**src/rtl/split_pkg.sv**
```systemverilog
package split_pkg;
  localparam int DATA_BYTES = 8;
  localparam int DATA_W     = DATA_BYTES * 8;
  localparam int SIZE_W     = $clog2($clog2(DATA_BYTES) + 1);
  localparam int IDX_W      = $clog2(DATA_BYTES);

  typedef enum logic [1:0] {
    ST_IDLE,
    ST_ISSUE,
    ST_WAIT,
    ST_RESP
  } seq_st_e;

  // halve the size while the address is misaligned for it
  function automatic logic [SIZE_W-1:0] leaf_lg(input logic [IDX_W-1:0] lo,
                                                input logic [SIZE_W-1:0] sz);
    logic [SIZE_W-1:0] lg;
    lg = sz;
    for (int i = IDX_W; i > 0; i--) begin
      if (lg == SIZE_W'(i) && (lo & IDX_W'((1 << i) - 1)) != '0) lg = SIZE_W'(i - 1);
    end
    return lg;
  endfunction
endpackage

```
**src/rtl/split_plan.sv**
```systemverilog
module split_plan
  import split_pkg::*;
(
  input  logic [IDX_W-1:0]  addr_lo_i,
  input  logic [SIZE_W-1:0] size_i,
  output logic [SIZE_W-1:0] leaf_lg_o,
  output logic [IDX_W-1:0]  last_o
);
  logic [SIZE_W-1:0] depth;

  always_comb begin
    leaf_lg_o = leaf_lg(addr_lo_i, size_i);
    depth     = size_i - leaf_lg_o;
    last_o    = IDX_W'((1 << depth) - 1);
  end
endmodule

```
**src/rtl/split_seq.sv**
```systemverilog
module split_seq
  import split_pkg::*;
#(
  parameter int ADDR_W    = 32,
  parameter int RAM_BYTES = 4096
) (
  input  logic              clk_i,
  input  logic              rst_ni,
  input  logic              req_valid_i,
  input  logic [ADDR_W-1:0] req_addr_i,
  input  logic              req_write_i,
  input  logic [SIZE_W-1:0] leaf_lg_i,
  input  logic [IDX_W-1:0]  last_i,
  output logic              req_ready_o,
  output logic              accept_o,
  output logic              mem_en_o,
  output logic              mem_we_o,
  output logic [ADDR_W-1:0] mem_addr_o,
  output logic [SIZE_W-1:0] mem_size_o,
  output logic              cap_o,
  output logic [IDX_W-1:0]  k_o,
  output logic              rsp_valid_o,
  output logic              rsp_fault_o
);
  localparam logic [ADDR_W:0] RAM_END = (ADDR_W+1)'(RAM_BYTES);

  seq_st_e           st_q;
  logic [ADDR_W-1:0] cur_q;
  logic [IDX_W-1:0]  k_q, last_q;
  logic [SIZE_W-1:0] lg_q;
  logic              we_q, fault_q;
  logic [ADDR_W-1:0] step;
  logic [ADDR_W:0]   leaf_end;
  logic              leaf_oob;

  assign step     = ADDR_W'(1) << lg_q;
  assign leaf_end = {1'b0, cur_q} + {1'b0, step};
  assign leaf_oob = leaf_end > RAM_END;
  assign accept_o = (st_q == ST_IDLE) && req_valid_i;

  always_ff @(posedge clk_i or negedge rst_ni) begin
    if (!rst_ni) begin
      st_q    <= ST_IDLE;
      cur_q   <= '0;
      k_q     <= '0;
      last_q  <= '0;
      lg_q    <= '0;
      we_q    <= 1'b0;
      fault_q <= 1'b0;
    end else begin
      unique case (st_q)
        ST_IDLE: if (accept_o) begin
          st_q    <= ST_ISSUE;
          cur_q   <= req_addr_i;
          k_q     <= '0;
          last_q  <= last_i;
          lg_q    <= leaf_lg_i;
          we_q    <= req_write_i;
          fault_q <= 1'b0;
        end
        ST_ISSUE: begin
          if (leaf_oob) begin
            fault_q <= 1'b1;
            st_q    <= ST_RESP;
          end else begin
            st_q <= ST_WAIT;
          end
        end
        ST_WAIT: begin
          if (k_q == last_q) begin
            st_q <= ST_RESP;
          end else begin
            k_q   <= k_q + 1'b1;
            cur_q <= cur_q + step; // wraps over ADDR_W
            st_q  <= ST_ISSUE;
          end
        end
        default: st_q <= ST_IDLE;
      endcase
    end
  end

  assign req_ready_o = (st_q == ST_IDLE);
  assign mem_en_o    = (st_q == ST_ISSUE) && !leaf_oob;
  assign mem_we_o    = we_q;
  assign mem_addr_o  = cur_q;
  assign mem_size_o  = lg_q;
  assign cap_o       = (st_q == ST_WAIT) && !we_q;
  assign k_o         = k_q;
  assign rsp_valid_o = (st_q == ST_RESP);
  assign rsp_fault_o = fault_q;
endmodule

```
**src/rtl/split_data.sv**
```systemverilog
module split_data
  import split_pkg::*;
(
  input  logic              clk_i,
  input  logic              rst_ni,
  input  logic              load_i,
  input  logic [DATA_W-1:0] wdata_i,
  input  logic [SIZE_W-1:0] leaf_lg_i,
  input  logic [IDX_W-1:0]  k_i,
  input  logic              cap_i,
  input  logic [DATA_W-1:0] mem_rdata_i,
  output logic [DATA_W-1:0] mem_wdata_o,
  output logic [DATA_W-1:0] rdata_o
);
  logic [DATA_W-1:0]  wdata_q;
  logic [IDX_W+2:0]   bit_off;
  logic [IDX_W-1:0]   byte_off;

  always_ff @(posedge clk_i or negedge rst_ni) begin
    if (!rst_ni)     wdata_q <= '0;
    else if (load_i) wdata_q <= wdata_i;
  end

  assign bit_off     = {k_i, 3'b000} << leaf_lg_i;
  assign byte_off    = k_i << leaf_lg_i;
  assign mem_wdata_o = wdata_q >> bit_off;

  for (genvar j = 0; j < DATA_BYTES; j++) begin : g_lane
    localparam logic [IDX_W-1:0] J = IDX_W'(j);
    logic [7:0]       b_q;
    logic             hit;
    logic [IDX_W-1:0] src;

    assign hit = (J >> leaf_lg_i) == k_i;
    assign src = J - byte_off;

    always_ff @(posedge clk_i or negedge rst_ni) begin
      if (!rst_ni)             b_q <= '0;
      else if (load_i)         b_q <= '0;
      else if (cap_i && hit)   b_q <= mem_rdata_i[{src, 3'b000} +: 8];
    end

    assign rdata_o[j*8 +: 8] = b_q;
  end
endmodule

```
**src/rtl/unaligned_splitter.sv**
```systemverilog
module unaligned_splitter
  import split_pkg::*;
#(
  parameter int ADDR_W    = 32,
  parameter int RAM_BYTES = 4096
) (
  input  logic              clk_i,
  input  logic              rst_ni,
  input  logic              req_valid_i,
  output logic              req_ready_o,
  input  logic [ADDR_W-1:0] req_addr_i,
  input  logic [1:0]        req_size_i,
  input  logic              req_write_i,
  input  logic [63:0]       req_wdata_i,
  output logic              rsp_valid_o,
  output logic [63:0]       rsp_rdata_o,
  output logic              rsp_fault_o,
  output logic              mem_en_o,
  output logic              mem_we_o,
  output logic [ADDR_W-1:0] mem_addr_o,
  output logic [1:0]        mem_size_o,
  output logic [63:0]       mem_wdata_o,
  input  logic [63:0]       mem_rdata_i
);
  logic [SIZE_W-1:0] leaf_lg;
  logic [IDX_W-1:0]  last_idx, k;
  logic              accept, cap;

  split_plan u_plan (
    .addr_lo_i (req_addr_i[IDX_W-1:0]),
    .size_i    (req_size_i),
    .leaf_lg_o (leaf_lg),
    .last_o    (last_idx)
  );

  split_seq #(.ADDR_W(ADDR_W), .RAM_BYTES(RAM_BYTES)) u_seq (
    .clk_i       (clk_i),
    .rst_ni      (rst_ni),
    .req_valid_i (req_valid_i),
    .req_addr_i  (req_addr_i),
    .req_write_i (req_write_i),
    .leaf_lg_i   (leaf_lg),
    .last_i      (last_idx),
    .req_ready_o (req_ready_o),
    .accept_o    (accept),
    .mem_en_o    (mem_en_o),
    .mem_we_o    (mem_we_o),
    .mem_addr_o  (mem_addr_o),
    .mem_size_o  (mem_size_o),
    .cap_o       (cap),
    .k_o         (k),
    .rsp_valid_o (rsp_valid_o),
    .rsp_fault_o (rsp_fault_o)
  );

  split_data u_data (
    .clk_i       (clk_i),
    .rst_ni      (rst_ni),
    .load_i      (accept),
    .wdata_i     (req_wdata_i),
    .leaf_lg_i   (mem_size_o),
    .k_i         (k),
    .cap_i       (cap),
    .mem_rdata_i (mem_rdata_i),
    .mem_wdata_o (mem_wdata_o),
    .rdata_o     (rsp_rdata_o)
  );
endmodule

```
**config.mk**
```make
export PLATFORM = sky130hd
export DESIGN_NAME = unaligned_splitter
export DESIGN_NICKNAME = d
export VERILOG_FILES = /design/src/rtl/split_pkg.sv /design/src/rtl/split_plan.sv /design/src/rtl/split_seq.sv /design/src/rtl/split_data.sv /design/src/rtl/unaligned_splitter.sv
export SDC_FILE = /design/constraint.sdc
export NUM_CORES = 1
export LEC_CHECK = 0
export ABC_AREA = 1
export BUFFER_PORTS_ARGS = -buffer_cell sky130_fd_sc_hd__buf_4
export CORE_MARGIN = 5
export CORE_UTILIZATION = 37
export CTS_CLUSTER_SIZE = 20
export DETAILED_ROUTE_END_ITERATION = 10
export GPL_TIMING_DRIVEN = 0
export PLACE_DENSITY = 0.64
export SETUP_SLACK_MARGIN = 0.2
export SYNTH_ARGS = -nofsm -noshare
export SYNTH_HDL_FRONTEND = slang
export SYNTH_SLANG_ARGS = --single-unit
```
**constraint.sdc**
```tcl
create_clock -name clk_i -period 6.9 [get_ports clk_i]
set_clock_uncertainty 0.15 [all_clocks]
set_input_delay 1.38 -clock clk_i [delete_from_list [all_inputs] [get_ports clk_i]]
set_output_delay 1.38 -clock clk_i [all_outputs]
set_load 0.05 [all_outputs]
```
* After elaboration in Yosys (flattened, before gate mapping)
Cells that the tools add are included.
Storage, ports and cells: register bits after elaboration 172, bits of input ports 166, output and inout bits 167, word-level logic and storage cells 133
Cells by class: add/sub/neg operators 13, magnitude comparators 1, equality and inequality tests 18, shifts and indexed selects 21, muxes and demuxes 32, reductions and logical operators 32
Operator list (count):
- 64-bit by 7-bit indexed part select with 8-bit output | 8
- 8-bit two-way mux | 16
- 32-bit two-way mux | 2
- 32-bit one-hot mux with 2 select lines | 1
- 64-bit by 6-bit >> shifter with 64-bit output | 1
- 32-bit by 32-bit adder with 33-bit output | 1
- 33-bit by 13-bit greater-than comparator with 1-bit output (second input constant) | 1
- 32-bit adder | 1
- 1-bit by 2-bit left shift with 32-bit output (first input constant) | 1
- 3-bit equality test | 9
- 2-bit nonzero test | 10
- 1-bit logical AND | 14
- 3-bit by 2-bit >> shifter with 3-bit output (first input constant) | 4
- 3-bit subtractor (first input constant) | 4
- 2-bit two-way mux | 5
- 2-bit equality test (second input constant) | 4
- 3-bit two-way mux | 2
- 2-bit one-hot mux with 3 select lines | 1
- 3-bit one-hot mux with 2 select lines | 1
- 3-bit AND reduction | 2
- 3-bit nonzero test | 2
- 6-bit by 2-bit left shift with 6-bit output | 1
- 1-bit by 2-bit >> shifter with 3-bit output (first input constant) | 2
- 2-bit by 2-bit >> shifter with 3-bit output (first input constant) | 2
- other kinds (15) | 22

* Logic depth before layout (Yosys ltp)
depth after elaboration 12, gate-level depth with buffers 20, gate-level depth less buffers 20

* By module
Synthesis repeated with hierarchy kept, for this count alone.
Second synthesis, totals: cells, all modules 2023, area total of the unflattened synthesis 12548.3 um^2
By module, submodules not included:
- split_data | times used 1, cells each 1459, area each 9090.0 um^2, seq. area each 3203.1 um^2
- split_seq | times used 1, cells each 546, area each 3373.2 um^2, seq. area each 1101.1 um^2
- split_plan | times used 1, cells each 18, area each 85.1 um^2, seq. area each 0.0 um^2

* Least setup slack after synthesis
Ideal clock, no wire load.
kind register to output, start register u_seq.lg_q[1], in the netlist u_seq.mem_size_o[1], end output port mem_en_o, data arrival time 3598 ps, data required time 5370 ps, slack 1772 ps, stages on the path, launching flop included 19, cells stage by stage dfrtp_1 -> inv_2 -> ha_1 -> ha_1 -> inv_1 -> fa_1 -> inv_1 -> nand3_1 -> nand2_1 -> nand2_1 -> nor2_2 -> nand2_1 -> nand2_1 -> nand2_1 -> nor2_1 -> nand2_1 -> nor2_1 -> nand3_1 -> a21oi_1
On the way: word-level cells in the longest chain between the ends 5
Ends and longest elaborated chain:
- from (decl) | RTL line split_seq.sv:30 | logic [SIZE_W-1:0] lg_q;
- from (signal assigned) | RTL line split_seq.sv:57 | lg_q <= leaf_lg_i;
- 1-bit by 2-bit left shift with 32-bit output | RTL line split_seq.sv:36 | assign step = ADDR_W'(1) << lg_q;
- 32-bit by 32-bit adder with 33-bit output | RTL line split_seq.sv:37 | assign leaf_end = {1'b0, cur_q} + {1'b0, step};
- 33-bit by 13-bit greater-than comparator with 1-bit output | RTL line split_seq.sv:38 | assign leaf_oob = leaf_end > RAM_END;
- 1-bit zero test | RTL line split_seq.sv:84 | assign mem_en_o = (st_q == ST_ISSUE) && !leaf_oob;
- 1-bit logical AND | RTL line split_seq.sv:84
- to (decl) | RTL line unaligned_splitter.sv:18 | output logic mem_en_o,
No other way between the ends.

* Worst setup path in the final report
Ends and elaborated chain as after synthesis.

==> out/qor.tcl <==
set qor(design.die.area_sq_um) 36400
set qor(synth.yosys.warnings) 0
set qor(drt-initial-drc-count) 1287
set qor(finish.net_count) 2384
set qor(grt_first_pass_wirelength_mm) 87.5
set qor(syn_to_final_growth_pct) 30.4
set qor(netlist.top_cell.by_area) {sky130_fd_sc_hd__dfrtp_1}
set qor(max_slew.worst_pin.slew_ns) 0.858
set qor(synth_area_sq_um) 12100
set qor(wirelength_mm) 58.9
set qor(crit_path_start_kind) {flip-flop}
set qor(detailedRoute.firstPassIterationCount) 6
set qor(worst_slew_margin_rel) 0.428
set qor(ratio_of_cells_with_drive_above_1_in_the_final_layout) 0.195
set qor(setup.worst_path.start) {u_seq.mem_size_o[1]$_DFFE_PN0P_}
set qor(number_of_standard_cells_after_synthesis) 1851
set qor(synth_top_flop_cell) {sky130_fd_sc_hd__dfrtp_1}
set qor(r2r_cells) 13
set qor(io_buffer_count) 332
set qor(drc_errors) 0
set qor(num_rows) 66
set qor(all_layer_gr_usage) 0.318
set qor(cts_sinks) 172
set qor(core_region_area_sq_um) 32400
set qor(class_of_the_worst_hold_path) {reg2reg}
set qor(timing.setup.critical_path_class) {reg2out}
set qor(initial_antenna_violation_count) 0
set qor(post_cts_clock_slew_at_the_launch_and_capture_registers_of_the_worst_setup_and_hold_paths_ns) 0.07
set qor(final_min_period_over_clock_period) 0.888
set qor(via_per_inst) 5.41
set qor(tns_ns) 0
set qor(synth_nets) 2032
set qor(dieWidth_um) 191
set qor(fillCellCount) 3465
set qor(clk-insertion-delay-late_ns) 0.46
set qor(data_arrival_time_of_the_critical_path_ns) 4.60
set qor(number_of_max_slew_violations_in_the_final_report) 0
set qor(cts-resized-gates) 0
set qor(regToRegSetupSlack_ns) 2.80
set qor(finalHoldViolCount) 0
set qor(post_dp_cell_area_sq_um) 15200
set qor(drt-wirelength-per-cell_um) 22.2
set qor(cts_htree_levels) 4
set qor(synthTopCellsByArea) {sky130_fd_sc_hd__dfrtp_1 36%, sky130_fd_sc_hd__nand2_1 19%, sky130_fd_sc_hd__o21ai_0 9.8%}
set qor(clock_tree_from_tritoncts) {built}
set qor(timing.critical_path.required_ns) 5.37
set qor(clock-root-buffer) {sky130_fd_sc_hd__clkbuf_16}
set qor(cts_post_setup_buffers_inserted) 0
set qor(cts-root-to-sink-buffers) 2
set qor(place.gp.congestion) 1.01
set qor(route.vias.total) 14371
set qor(outcome) {complete, no violations}
set qor(numCtsBuffers) 17
set qor(critPathCapture) {mem_en_o}
set qor(global_route.overflow_total) 0
set qor(dp.final_hpwl_mm) 47.4
set qor(tmin_final_ns) 6.13
set qor(timing.rr.start) {u_seq.mem_size_o[0]$_DFFE_PN0P_}
set qor(max_freq_mhz) 163
set qor(drv_cap) 0
set qor(cts-hold-fix-buffers) 0
set qor(synthDominantCellAreaShare) 0.356
set qor(die_height_um) 191
set qor(ant_nets) 0
set qor(rr_endpoint) {u_data.g_lane[0].b_q[2]$_DFFE_PN0P_}
set qor(starting_density) 0.374
set qor(ios) 333
set qor(path_max_fanout) 7
set qor(ys_seq_elements) 172
set qor(post-route-cell-area_sq_um) 15800
set qor(pin_count_of_the_biggest_net_entering_global_routing) 103
set qor(synth.yosys.seq_area_share) 0.356
set qor(synthArstFlopShare) 1.00
set qor(post_synth.cell_area_avg_sq_um) 6.54
set qor(worstSetupEndpointType) {primary output}
set qor(grt_setup_unrepaired) {false}
set qor(final_setup_violation_count) 0
set qor(number_of_enable_type_register_cells_in_the_synthesized_netlist) 0
set qor(diodes) 0
set qor(via_count_of_the_first_global_routing_pass) 13887
set qor(post_synth_num_cell_types) 42
==> layout by cell type, fill, tap and decap left out, types with 3 or more instances in the layout <==
| master | Yosys | routed |
|---|---|---|
| sky130_fd_sc_hd__xnor2_1 | 5 | 5 |
| sky130_fd_sc_hd__buf_2 | 33 | 33 |
| sky130_fd_sc_hd__o21ai_1 | 16 | 16 |
| sky130_fd_sc_hd__xor2_1 | 13 | 13 |
| sky130_fd_sc_hd__ha_1 | 14 | 14 |
| sky130_fd_sc_hd__dfrtp_1 | 172 | 172 |
| sky130_fd_sc_hd__inv_1 | 173 | 173 |
| sky130_fd_sc_hd__nor3_1 | 4 | 4 |
| sky130_fd_sc_hd__buf_1 | 9 | 9 |
| sky130_fd_sc_hd__nor2_2 | 6 | 6 |
| sky130_fd_sc_hd__inv_4 | 4 | 4 |
| sky130_fd_sc_hd__nand2_1 | 624 | 624 |
| sky130_fd_sc_hd__inv_6 | 0 | 3 |
| sky130_fd_sc_hd__a21oi_1 | 58 | 58 |
| sky130_fd_sc_hd__buf_6 | 5 | 5 |
| sky130_fd_sc_hd__inv_2 | 4 | 4 |
| sky130_fd_sc_hd__nand2_2 | 3 | 3 |
| sky130_fd_sc_hd__a32o_1 | 32 | 32 |
| sky130_fd_sc_hd__clkbuf_16 | 0 | 17 |
| sky130_fd_sc_hd__clkinvlp_4 | 0 | 3 |
| sky130_fd_sc_hd__buf_4 | 3 | 334 |
| sky130_fd_sc_hd__nor2_1 | 193 | 193 |
| sky130_fd_sc_hd__nand4_1 | 6 | 6 |
| sky130_fd_sc_hd__clkbuf_1 | 55 | 57 |
| sky130_fd_sc_hd__o22ai_1 | 22 | 22 |
| sky130_fd_sc_hd__nand3_1 | 82 | 82 |
| sky130_fd_sc_hd__o31ai_1 | 14 | 14 |
| sky130_fd_sc_hd__o211ai_1 | 20 | 20 |
| sky130_fd_sc_hd__mux2i_1 | 9 | 9 |
| sky130_fd_sc_hd__o221ai_1 | 19 | 19 |
| sky130_fd_sc_hd__o21ai_0 | 237 | 237 |
==> worst min path at each step <==
stage / start / endpoint / slack [ns] / depth (start not counted)
final: u_data.wdata_q[5]$_DFFE_PN0P_ / u_data.wdata_q[5]$_DFFE_PN0P_ / 0.33 / 2
after global placement: u_data.wdata_q[2]$_DFFE_PN0P_ / u_data.wdata_q[2]$_DFFE_PN0P_ / 0.32 / 2
after global routing: u_data.wdata_q[2]$_DFFE_PN0P_ / u_data.wdata_q[2]$_DFFE_PN0P_ / 0.36 / 2
after floorplan: u_data.wdata_q[0]$_DFFE_PN0P_ / u_data.wdata_q[0]$_DFFE_PN0P_ / 0.29 / 2
after CTS: u_data.wdata_q[2]$_DFFE_PN0P_ / u_data.wdata_q[2]$_DFFE_PN0P_ / 0.33 / 2
after detailed placement: u_data.wdata_q[2]$_DFFE_PN0P_ / u_data.wdata_q[2]$_DFFE_PN0P_ / 0.31 / 2
==> through the flow <==
| stage | utilization | hold slack (ns) | cells | setup slack, ns |
|---|---|---|---|---|
| finish | 0.487 | 0.328 | 2658 | 0.773 |
| CTS | 0.487 | 0.331 | 2658 | 0.870 |
| floorplan | - | 0.292 | 1851 | 1.77 |
| global placement | 0.468 | 0.315 | 2625 | 1.41 |
| global route | 0.487 | 0.358 | 2658 | 0.551 |
| detailed placement | 0.469 | 0.313 | 2626 | 1.38 |
==> registers in the layout, indices dropped and copies added (netlist names) <==
register           count
u_data.g_lane.b_q     64
u_data.wdata_q        64
u_seq.mem_addr_o      32
u_seq.k_o              3
u_seq.last_q           3
u_seq.mem_size_o       2
u_seq.st_q             2
u_seq.mem_we_o         1
u_seq.rsp_fault_o      1
==> critical path, cell delays in order, from the launching register on <==
cell,delay [ns]
sky130_fd_sc_hd__dfrtp_1,0.47
sky130_fd_sc_hd__inv_2,0.20
sky130_fd_sc_hd__ha_1,0.34
sky130_fd_sc_hd__ha_1,0.33
sky130_fd_sc_hd__inv_1,0.08
sky130_fd_sc_hd__fa_1,0.39
sky130_fd_sc_hd__inv_1,0.17
sky130_fd_sc_hd__nand2_1,0.09
sky130_fd_sc_hd__nand2_1,0.09
sky130_fd_sc_hd__nand2_1,0.13
sky130_fd_sc_hd__nor2_1,0.42
sky130_fd_sc_hd__nand2_1,0.11
sky130_fd_sc_hd__nand2_1,0.07
sky130_fd_sc_hd__nand2_1,0.08
sky130_fd_sc_hd__nor2_1,0.11
sky130_fd_sc_hd__nand2_1,0.05
sky130_fd_sc_hd__nor2_1,0.23
sky130_fd_sc_hd__nand3_1,0.18
sky130_fd_sc_hd__a21oi_1,0.33
sky130_fd_sc_hd__buf_4,0.26
==> cells in the mapped netlist, types with 14 or more instances <==
library cell,count
sky130_fd_sc_hd__o211ai_1,20
sky130_fd_sc_hd__nand2_1,624
sky130_fd_sc_hd__nand3_1,82
sky130_fd_sc_hd__o31ai_1,14
sky130_fd_sc_hd__o21ai_1,16
sky130_fd_sc_hd__a32o_1,32
sky130_fd_sc_hd__o21ai_0,237
sky130_fd_sc_hd__o221ai_1,19
sky130_fd_sc_hd__dfrtp_1,172
sky130_fd_sc_hd__nor2_1,193
sky130_fd_sc_hd__inv_1,173
sky130_fd_sc_hd__ha_1,14
sky130_fd_sc_hd__a21oi_1,58
sky130_fd_sc_hd__clkbuf_1,55
sky130_fd_sc_hd__buf_2,33
sky130_fd_sc_hd__o22ai_1,22
==> final cells by class <==
class,instances,area [sq um],area share
plain buffers,106,489,0.0310
clock buffers,21,460,0.0292
clock inverters,11,134,0.00849
inverters,182,693,0.0439
multi-input cells,1391,6610,0.419
flip-flops and latches,172,4300,0.273
well taps,442,553,0.0351
repair buffers,333,2530,0.160
==> layer usage <==
metal | routed length, um | share of wire | track usage
met5 | 0 | 0 | 0
met3 | 4260 | 0.072 | 0.0476
met2 | 27600 | 0.47 | 0.523
met4 | 1790 | 0.030 | 0.102
met1 | 25300 | 0.43 | 0.431
==> logic make-up after synthesis <==
logic type                 after synthesis  synth area share
AOI/OAI and AO/OA                      421             0.204
xor gates and xnor gates                18            0.0130
adders and majority gates               15            0.0161
buffers and inverters                  288            0.0977
DFF                                    172             0.356
muxes                                    9           0.00745
and+or+nand+nor                        928             0.306
Power is left out: the tool's default activity adds up to more than one toggle a clock period on the data nets, which glitch-free logic cannot reach.
